[src/rtl/int_entry_pkg.sv]
package int_entry_pkg;
  typedef enum logic [1:0] {SRC_NONE, SRC_NMI, SRC_SW, SRC_PER} src_e;
  typedef enum logic [1:0] {ST_IDLE, ST_PUSH_F, ST_PUSH_PC, ST_VEC} st_e;
endpackage

[src/rtl/nmi_edge.sv]
module nmi_edge #(
  parameter int SYNC_STAGES = 2
) (
  input  logic clk,
  input  logic rst,
  input  logic pin_n,
  input  logic clr,
  output logic pend
);
  logic [SYNC_STAGES:0] sh;
  logic fall;

  always_ff @(posedge clk) begin
    if (rst) sh <= '1;
    else     sh <= {sh[SYNC_STAGES-1:0], pin_n};
  end

  assign fall = sh[SYNC_STAGES] & ~sh[SYNC_STAGES-1];

  always_ff @(posedge clk) begin
    if (rst)       pend <= 1'b0;
    else if (fall) pend <= 1'b1;
    else if (clr)  pend <= 1'b0;
  end

  assert_nmi_latch_R8: assert property (@(posedge clk) disable iff (rst)
    fall |=> pend);
endmodule

[src/rtl/entry_arbiter.sv]
module entry_arbiter
  import int_entry_pkg::*;
(
  input  logic clk,
  input  logic rst,
  input  logic idle,
  input  logic nmi_pend,
  input  logic sw_req,
  input  logic per_req,
  output logic g_nmi,
  output logic g_sw,
  output logic g_per,
  output src_e src
);
  always_comb begin
    g_nmi = 1'b0;
    g_sw  = 1'b0;
    g_per = 1'b0;
    src   = SRC_NONE;
    if (idle) begin
      if (nmi_pend) begin
        g_nmi = 1'b1;
        src   = SRC_NMI;
      end else if (sw_req) begin
        g_sw = 1'b1;
        src  = SRC_SW;
      end else if (per_req) begin
        g_per = 1'b1;
        src   = SRC_PER;
      end
    end
  end

  assert_one_grant_R9: assert property (@(posedge clk) disable iff (rst)
    $onehot0({g_nmi, g_sw, g_per}));
  assert_grant_idle_R9: assert property (@(posedge clk) disable iff (rst)
    (g_nmi || g_sw || g_per) |-> idle);
endmodule

[src/rtl/entry_policy.sv]
module entry_policy
  import int_entry_pkg::*;
#(
  parameter int NUM_W       = 6,
  parameter int VEC_W       = NUM_W + 1,
  parameter int NMI_VEC_IDX = 64
) (
  input  src_e             src,
  input  logic [NUM_W-1:0] num,
  input  logic             u_cur,
  output logic             sp_sel,
  output logic             u_new,
  output logic [VEC_W-1:0] vec
);
  localparam int HALF = 1 << (NUM_W - 1);

  always_comb begin
    sp_sel = 1'b0;
    u_new  = 1'b0;
    vec    = VEC_W'(num);
    unique case (src)
      SRC_SW: begin
        if (int'(num) >= HALF) begin
          sp_sel = u_cur;
          u_new  = u_cur;
        end
      end
      SRC_NMI: vec = VEC_W'(NMI_VEC_IDX);
      default: ;
    endcase
  end
endmodule

[src/rtl/int_entry_sel.sv]
module int_entry_sel
  import int_entry_pkg::*;
#(
  parameter int NUM_W       = 6,
  parameter int FLG_W       = 16,
  parameter int PC_W        = 24,
  parameter int U_BIT       = 7,
  parameter int NMI_VEC_IDX = 64,
  parameter int SYNC_STAGES = 2,
  localparam int VEC_W      = NUM_W + 1,
  localparam int DAT_W      = (FLG_W > PC_W) ? FLG_W : PC_W
) (
  input  logic             clk,
  input  logic             rst,
  input  logic             sw_req,
  input  logic [NUM_W-1:0] sw_num,
  input  logic             per_req,
  input  logic [NUM_W-1:0] per_vec,
  input  logic             nmi_pin_n,
  input  logic [FLG_W-1:0] flg_in,
  input  logic [PC_W-1:0]  pc_in,
  output logic             sw_ack,
  output logic             per_ack,
  output logic             push_vld,
  output logic             push_pc,
  output logic [DAT_W-1:0] push_dat,
  output logic             sp_sel,
  output logic             vec_vld,
  output logic [VEC_W-1:0] vec_idx,
  output logic [FLG_W-1:0] flg_out
);
  st_e  st;
  logic nmi_pend, g_nmi, g_sw, g_per;
  src_e pick;
  logic [NUM_W-1:0] pick_num;
  logic pol_sp, pol_u;
  logic [VEC_W-1:0] pol_vec;

  logic [PC_W-1:0]  snap_pc;
  logic [FLG_W-1:0] new_flg;
  logic [VEC_W-1:0] vec_hold;
  src_e             cur_src;
  logic [NUM_W-1:0] cur_num;
  logic             snap_u;

  nmi_edge #(.SYNC_STAGES(SYNC_STAGES)) u_nmi (
    .clk(clk), .rst(rst), .pin_n(nmi_pin_n), .clr(g_nmi), .pend(nmi_pend)
  );

  entry_arbiter u_arb (
    .clk(clk), .rst(rst), .idle(st == ST_IDLE), .nmi_pend(nmi_pend),
    .sw_req(sw_req), .per_req(per_req),
    .g_nmi(g_nmi), .g_sw(g_sw), .g_per(g_per), .src(pick)
  );

  assign pick_num = g_sw ? sw_num : per_vec;

  entry_policy #(.NUM_W(NUM_W), .VEC_W(VEC_W), .NMI_VEC_IDX(NMI_VEC_IDX)) u_pol (
    .src(pick), .num(pick_num), .u_cur(flg_in[U_BIT]),
    .sp_sel(pol_sp), .u_new(pol_u), .vec(pol_vec)
  );

  always_ff @(posedge clk) begin
    if (rst) begin
      st       <= ST_IDLE;
      sw_ack   <= 1'b0;
      per_ack  <= 1'b0;
      push_vld <= 1'b0;
      push_pc  <= 1'b0;
      push_dat <= '0;
      sp_sel   <= 1'b0;
      vec_vld  <= 1'b0;
      vec_idx  <= '0;
      flg_out  <= '0;
      snap_pc  <= '0;
      new_flg  <= '0;
      vec_hold <= '0;
      cur_src  <= SRC_NONE;
      cur_num  <= '0;
      snap_u   <= 1'b0;
    end else begin
      unique case (st)
        ST_IDLE: begin
          vec_vld <= 1'b0;
          if (g_nmi || g_sw || g_per) begin
            st       <= ST_PUSH_F;
            sw_ack   <= g_sw;
            per_ack  <= g_per;
            push_vld <= 1'b1;
            push_pc  <= 1'b0;
            push_dat <= DAT_W'(flg_in);
            sp_sel   <= pol_sp;
            snap_pc  <= pc_in;
            vec_hold <= pol_vec;
            cur_src  <= pick;
            cur_num  <= pick_num;
            snap_u   <= flg_in[U_BIT];
            new_flg  <= flg_in;
            new_flg[U_BIT] <= pol_u;
          end
        end
        ST_PUSH_F: begin
          st       <= ST_PUSH_PC;
          sw_ack   <= 1'b0;
          per_ack  <= 1'b0;
          push_pc  <= 1'b1;
          push_dat <= DAT_W'(snap_pc);
        end
        ST_PUSH_PC: begin
          st       <= ST_VEC;
          push_vld <= 1'b0;
          push_pc  <= 1'b0;
          vec_vld  <= 1'b1;
          vec_idx  <= vec_hold;
          flg_out  <= new_flg;
        end
        default: begin
          st      <= ST_IDLE;
          vec_vld <= 1'b0;
          sp_sel  <= 1'b0;
        end
      endcase
    end
  end

  assert_pc_after_flg_R2: assert property (@(posedge clk) disable iff (rst)
    (push_vld && !push_pc) |=> (push_vld && push_pc));
  assert_vec_after_pc_R2: assert property (@(posedge clk) disable iff (rst)
    (push_vld && push_pc) |=> (vec_vld && !push_vld));
  assert_keep_u_R4: assert property (@(posedge clk) disable iff (rst)
    (vec_vld && cur_src == SRC_SW && cur_num[NUM_W-1]) |-> (flg_out[U_BIT] == snap_u));
  assert_clear_u_R3: assert property (@(posedge clk) disable iff (rst)
    (vec_vld && !(cur_src == SRC_SW && cur_num[NUM_W-1])) |-> !flg_out[U_BIT]);
  assert_isp_push_R5: assert property (@(posedge clk) disable iff (rst)
    (push_vld && cur_src != SRC_SW) |-> !sp_sel);
  assert_ack_pulse_R9: assert property (@(posedge clk) disable iff (rst)
    (sw_ack || per_ack) |=> !(sw_ack || per_ack));
  assert_saved_u_R7: assert property (@(posedge clk) disable iff (rst)
    (push_vld && !push_pc) |-> (push_dat[U_BIT] == snap_u));
endmodule

[config.mk]
export PLATFORM = sky130hd
export DESIGN_NAME = int_entry_sel
export DESIGN_NICKNAME = d
export VERILOG_FILES = /design/src/rtl/int_entry_pkg.sv /design/src/rtl/nmi_edge.sv /design/src/rtl/entry_arbiter.sv /design/src/rtl/entry_policy.sv /design/src/rtl/int_entry_sel.sv
export SDC_FILE = /design/constraint.sdc
export NUM_CORES = 1
export LEC_CHECK = 0
export ABC_AREA = 1
export BUFFER_PORTS_ARGS = -buffer_cell sky130_fd_sc_hd__clkbuf_2
export CAP_MARGIN = 20
export CORE_UTILIZATION = 53
export DETAILED_ROUTE_END_ITERATION = 12
export HOLD_SLACK_MARGIN = 0.15
export PLACE_DENSITY = 0.79
export SYNTH_ARGS = -nofsm -noshare
export SYNTH_HDL_FRONTEND = slang
export SYNTH_HIERARCHICAL = 1
export SYNTH_SLANG_ARGS = --single-unit
[constraint.sdc]
create_clock -name clk -period 2.1 [get_ports clk]
set_input_delay 0.105 -clock clk [delete_from_list [all_inputs] [get_ports clk]]
set_output_delay 0.105 -clock clk [all_outputs]
set_load 0.02 [all_outputs]
==> Word level (Yosys, flattened, before mapping) <==
Index checks and enable logic that the tools add are counted.
{ "op_classes": {"order_cmp": 1, "n_eq_ne": 5, "muxes": 34, "bitwise": 3, "n_reduce_logical": 13} }
{ "ops": {"columns": ["operator", "n"], "rows": [
  ["case mux 24 bit (2 select lines)", 1],
  ["2-to-1 mux 24 bit", 1],
  ["2-to-1 mux 1 bit", 18],
  ["2-to-1 mux 2 bit", 5],
  ["case mux 1 bit (2 select lines)", 5],
  ["AND reduction 2 bit", 5],
  ["2-to-1 mux 7 bit", 1],
  [">= comparator 6 bit (second input constant)", 1],
  ["2-to-1 mux 6 bit", 1],
  ["case mux 2 bit (3 select lines)", 1],
  ["nonzero test 2 bit", 3],
  ["equality test 2 x 1 -> 1 bit (second input constant)", 2],
  ["equality test 2 bit (second input constant)", 2],
  ["case mux 1 bit (3 select lines)", 1],
  ["nonzero test 3 bit", 1],
  ["zero test 2 bit", 1],
  ["logical OR 1 bit", 2],
  ["inequality test 2 bit (second input constant)", 1],
  ["inverter 1 bit", 2],
  ["OR reduction 2 bit", 1],
  ["AND 1 bit", 1]
]} }
{ "totals": {"reg_bits": 106, "input_bits": 57, "wordCells": 71} }

==> Longest topological paths before layout <==
{ "logic_depth": {"depth_word": 9, "ltp_mapped": 13} }

==> Hierarchy <==
The synthesis kept the hierarchy.
{ "modules_own_cells": {"columns": ["module", "n_inst", "cells_each", "area_per_inst_um2"], "rows": [
  ["int_entry_sel", 1, 559, 4290.4],
  ["nmi_edge", 1, 13, 122.6],
  ["entry_policy", 1, 19, 82.6],
  ["entry_arbiter", 1, 11, 52.6]
]} }

==> Worst setup path before layout <==
OpenSTA, ideal clock, no wires.
{ "synth_timing": {"path_type": "register to register", "startpoint": "reg st[0]", "endpoint": "reg sp_sel", "setup_ns": 0.070, "arrival_ns": 1.674, "t_required_ns": 2.030, "setup_slack_ns": 0.355, "stages_incl_launch_ff": 14, "period_less_slack_ns": 1.745, "cell_sequence": "dfxtp_1 inv_1 ha_1 nand3_1 inv_1 buf_6 inv_1 nand2_1 nand2_1 nand2_1 nor2_1 nand2_1 nand3b_1 a21oi_1"} }
{ "synth_between": {"elab_chain_len": 8} }
{ "synth_rtl": {"columns": ["element", "line", "text"], "rows": [
  ["start: declaration", "int_entry_sel.sv:32", "st_e st;"],
  ["start signal: assignment", "int_entry_sel.sv:65", "st <= ST_IDLE;"],
  ["start signal: assignment", "int_entry_sel.sv:86", "st <= ST_PUSH_F;"],
  ["start signal: assignment", "int_entry_sel.sv:103", "st <= ST_PUSH_PC;"],
  ["zero test 2 bit", "int_entry_sel.sv:51", ".clk(clk), .rst(rst), .idle(st == ST_IDLE), .nmi_pend(nmi_pend),"],
  ["2-to-1 mux 1 bit", "entry_arbiter.sv:20", "if (idle) begin"],
  ["net g_sw", "int_entry_sel.sv:33", "logic nmi_pend, g_nmi, g_sw, g_per;"],
  ["2-to-1 mux 6 bit", "int_entry_sel.sv:56", "assign pick_num = g_sw ? sw_num : per_vec;"],
  ["net pick_num[5]", "int_entry_sel.sv:35", "logic [NUM_W-1:0] pick_num;"],
  [">= comparator 6 bit", "entry_policy.sv:23", "if (int'(num) >= HALF) begin"],
  ["2-to-1 mux 1 bit", "entry_policy.sv:23", null],
  ["2-to-1 mux 1 bit", "entry_policy.sv:21", "unique case (src)"],
  ["net pol_sp", "int_entry_sel.sv:36", "logic pol_sp, pol_u;"],
  ["2-to-1 mux 1 bit", "int_entry_sel.sv:85", "if (g_nmi || g_sw || g_per) begin"],
  ["case mux 1 bit (2 select lines)", "int_entry_sel.sv:82", "unique case (st)"],
  ["end signal: assignment", "int_entry_sel.sv:92", "sp_sel <= pol_sp;"],
  ["end: declaration", "int_entry_sel.sv:27", "output logic sp_sel,"]
]} }
The timed path passes the listed nets, and every way through them passes these cells. The select of a mux whose other input is x is not followed.
A chain may end at the register's enable or synchronous reset.

==> Worst setup path in the final report <==
{ "layout_timing": {"startpoint": "reg st[1]", "endpoint": "reg snap_pc[8]"} }
{ "layout_between": {"elab_chain_len": 5} }
{ "layout_rtl": {"columns": ["element", "line", "text"], "rows": [
  ["zero test 2 bit", "int_entry_sel.sv:51", null],
  ["2-to-1 mux 1 bit", "entry_arbiter.sv:20", null],
  ["net g_sw", "int_entry_sel.sv:33", null],
  ["logical OR 1 bit (2 in a row)", "int_entry_sel.sv:85", null],
  ["AND reduction 2 bit (no line)", null, null],
  ["end signal: assignment", "int_entry_sel.sv:93", "snap_pc <= pc_in;"],
  ["end: declaration", "int_entry_sel.sv:39", "logic [PC_W-1:0] snap_pc;"]
]} }
The timed path passes the listed nets, and every way through them passes these cells.

==> qor.txt <==
Yosys reg bits: 106
Sw Pwr: 3.35 mW
initial antenna violation count: 0
Port Buffers: 109
Critical Path AT: 2.22 ns
Ant. Diodes: 0
DRC Markers: 0
Reg power frac: 36.7%
drt wl/cell: 14.0 µm
min cycle time layout: 1.93 ns
Post-Synthesis Cell Area: 4550 µm²
Switching Share: 42.1%
status: finished clean
Mapped Cells: 602
worst-path fanout max: 35
post-layout util: 70.3%
share of cells above drive strength 1: 24.3%
Worst Path Required: 2.39 ns
slowest CP cell: dfxtp_1
clock power share: 17.8%
unrepaired setup endpoints after global routing: no
Ports: 110
max incr delay on CP: 0.37 ns
nets@finish: 803
Worst slew margin: 54.0%
vias in the first global route: 4153
post-DP HPWL: 7.48 mm
max-slew violations: 0
final hold violation count: 0
most common cell after layout, fill and taps aside: nand2_1
global-route usage over all layers: 27.9%
Setup TNS Final: 0 ns
combinational fraction of design power: 45.5%
clock root buffer: clkbuf_8
Max Clock Freq: 518 MHz
post-route ant nets: 0
Critical path buffers and inverters: 3
Vias: 4510
DR pass1 iterations: 6
Reg area: 2120 µm²
area leader, netlist: dfxtp_1
CTS sink cnt: 106
peak supply drop: 0.000762 V
total grt overflow: 0
synthesized net count: 664
max_cap viols: 0
DR iter-0 viols: 260
Die Ht: 94.6 µm
crit-path cells: inv_1 > ha_2 > nand3_2 > clkinvlp_4 > nor2_8 > nand2_4 > nand2_2 > buf_12 > nand2_1 > a21oi_1
routed wire length: 11.9 mm
first-pass GRT wire length: 19.5 mm
Final period util: 91.9%
Syn. warnings: 6
# fillers: 681
core area: 8260 µm²
Worst setup EP type: flop
initial core utilization: 55.1%
critical path class: flop to flop
synthesis-to-finish area growth: 27.7%
register area share after synthesis: 46.7%
top cells by area, synth: dfxtp_1, nand2_1, nand3_1
CTS tree: yes
die area: 8960 µm²
Slew @ Worst Pin: 0.690 ns
Pwr Density: 1370 nW/µm²
min-delay worst type: input pin to flop
clock buffer depth: 2
post-DR vias/cell: 5.31
Reg clk slew, reported paths: 0.10 ns
Lkg Pwr: 2.63 nW
average cell area after synthesis: 7.56 µm²
Die Wd: 94.6 µm
TritonCTS Buffers: 9
cell row count: 33
Power Internal: 4.61 mW
GPL Wtd Cong: 0.807
post-synth top area share: 46.7%
cell family with most CP delay: simple AND/OR/NAND/NOR gates
commonest cells after routing, fill and taps aside: nand2_1, clkbuf_2, dfxtp_1, nand3_1, a21oi_1
Netlist cell types: 26
htree depth: 3
largest net degree at the start of global routing: 50
worst skew pair latency: 0.37 ns
startpoint types: flop
multi-input logic area: 2060 µm²
Final setup viols: 0
Worst Clk Skew: 0.0117 ns
## kinds of logic after synthesis
family / Yosys count / synth area share, %
and+or+nand+nor: 310 / 30.7
AOI/OAI and AO/OA: 110 / 12.9
DFF: 106 / 46.7
buffers and inverters: 71 / 8.36
adders and majority gates: 5 / 1.38
## flip-flops by register name (all words and copies together) (netlist names)
signal and count:
per_ack 1, sw_ack 1, sp_sel 1, new_flg 16, snap_pc 24, push_vld 1, st 2, flg_out 16
u_nmi/sh 3, push_dat 24, vec_hold 7, u_nmi/pend 1, push_pc 1, vec_vld 1, vec_idx 7
## metal layers
layer  global-route usage, %  up-vias  share of wire [%]
met5                       0        -                  0
met4                    13.1        0                2.9
met3                    4.59       39                6.6
met2                    45.8      200                 47
met1                    35.7     2055                 44
li1                        -     2216                  -
## metrics by stage
step	cells	power, mW	setup slack [ns]	cell area (µm²)	hold WS [ns]
3_5_place_dp	786	6.34	0.0627	5100	0.286
3_3_place_gp	786	6.22	0.222	5100	0.282
2_1_floorplan	602	5.54	0.355	4550	0.185
6_report	850	7.96	0.171	5810	0.168
4_1_cts	843	7.81	0.0491	5740	0.163
5_1_grt	850	8.51	0.0279	5810	0.203
## path summary, 6_finish.rpt
check | start | to | slack, ns | cells past startpoint
setup / recovery | st[1] | snap_pc[8] | 0.17 | 10
setup reg to reg | st[1] | snap_pc[8] | 0.17 | 10
hold reg to reg | u_nmi/sh[0] | u_nmi/sh[1] | 0.43 | 1
hold / removal | per_vec[1] | vec_hold[1] | 0.17 | 7
## Yosys cell counts
cell / number
nand2_1: 127
dfxtp_1: 106
nand3_1: 77
a21oi_1: 75
nor2_1: 68
o21ai_0: 25
inv_1: 24
clkbuf_1: 16
and2_0: 14
buf_2: 13
nand2_2: 11
a21oi_2: 10
buf_6: 10
ha_1: 5
buf_1: 3
buf_4: 3
or2_1: 3
and2_1: 2
nand2_4: 2
nor2_2: 2
buf_8: 1
inv_2: 1
nand3_2: 1
nand3_4: 1
nand3b_1: 1
nor2_8: 1
## power groups by stage
stage	clock network, mW	logic (mW)	registers [mW]
global route	1.52	4.00	2.98
floorplan	0	2.27	3.27
CTS	1.42	3.48	2.90
global placement	0	3.30	2.92
detailed placement	0	3.40	2.94
finish	1.42	3.62	2.92
## worst reg2reg max path: cells and delay by family, from the launching register on
kind                       cells  cell delay [ns]
buffers and inverters          3             0.51
and+or+nand+nor                5             0.57
DFF                            1             0.37
adders and majority gates      1             0.22
AOI/OAI and AO/OA              1             0.19
## layout make-up
| type | count | area share (%) |
|---|---|---|
| multi-input cells | 425 | 35.4 |
| clock buffers | 10 | 2.37 |
| inverters | 25 | 1.68 |
| repair buffers | 174 | 20.2 |
| flip-flops and latches | 106 | 36.6 |
| well taps | 105 | 2.26 |
| clock inverters | 5 | 1.49 |
## repair_timing
action                     CTS  global route
hold endpoints to repair    41             0
buffers inserted             0             7
resized for setup            0             4
setup endpoints to repair    0            33
hold buffers                42             0
(Power assumes the default switching activity.)
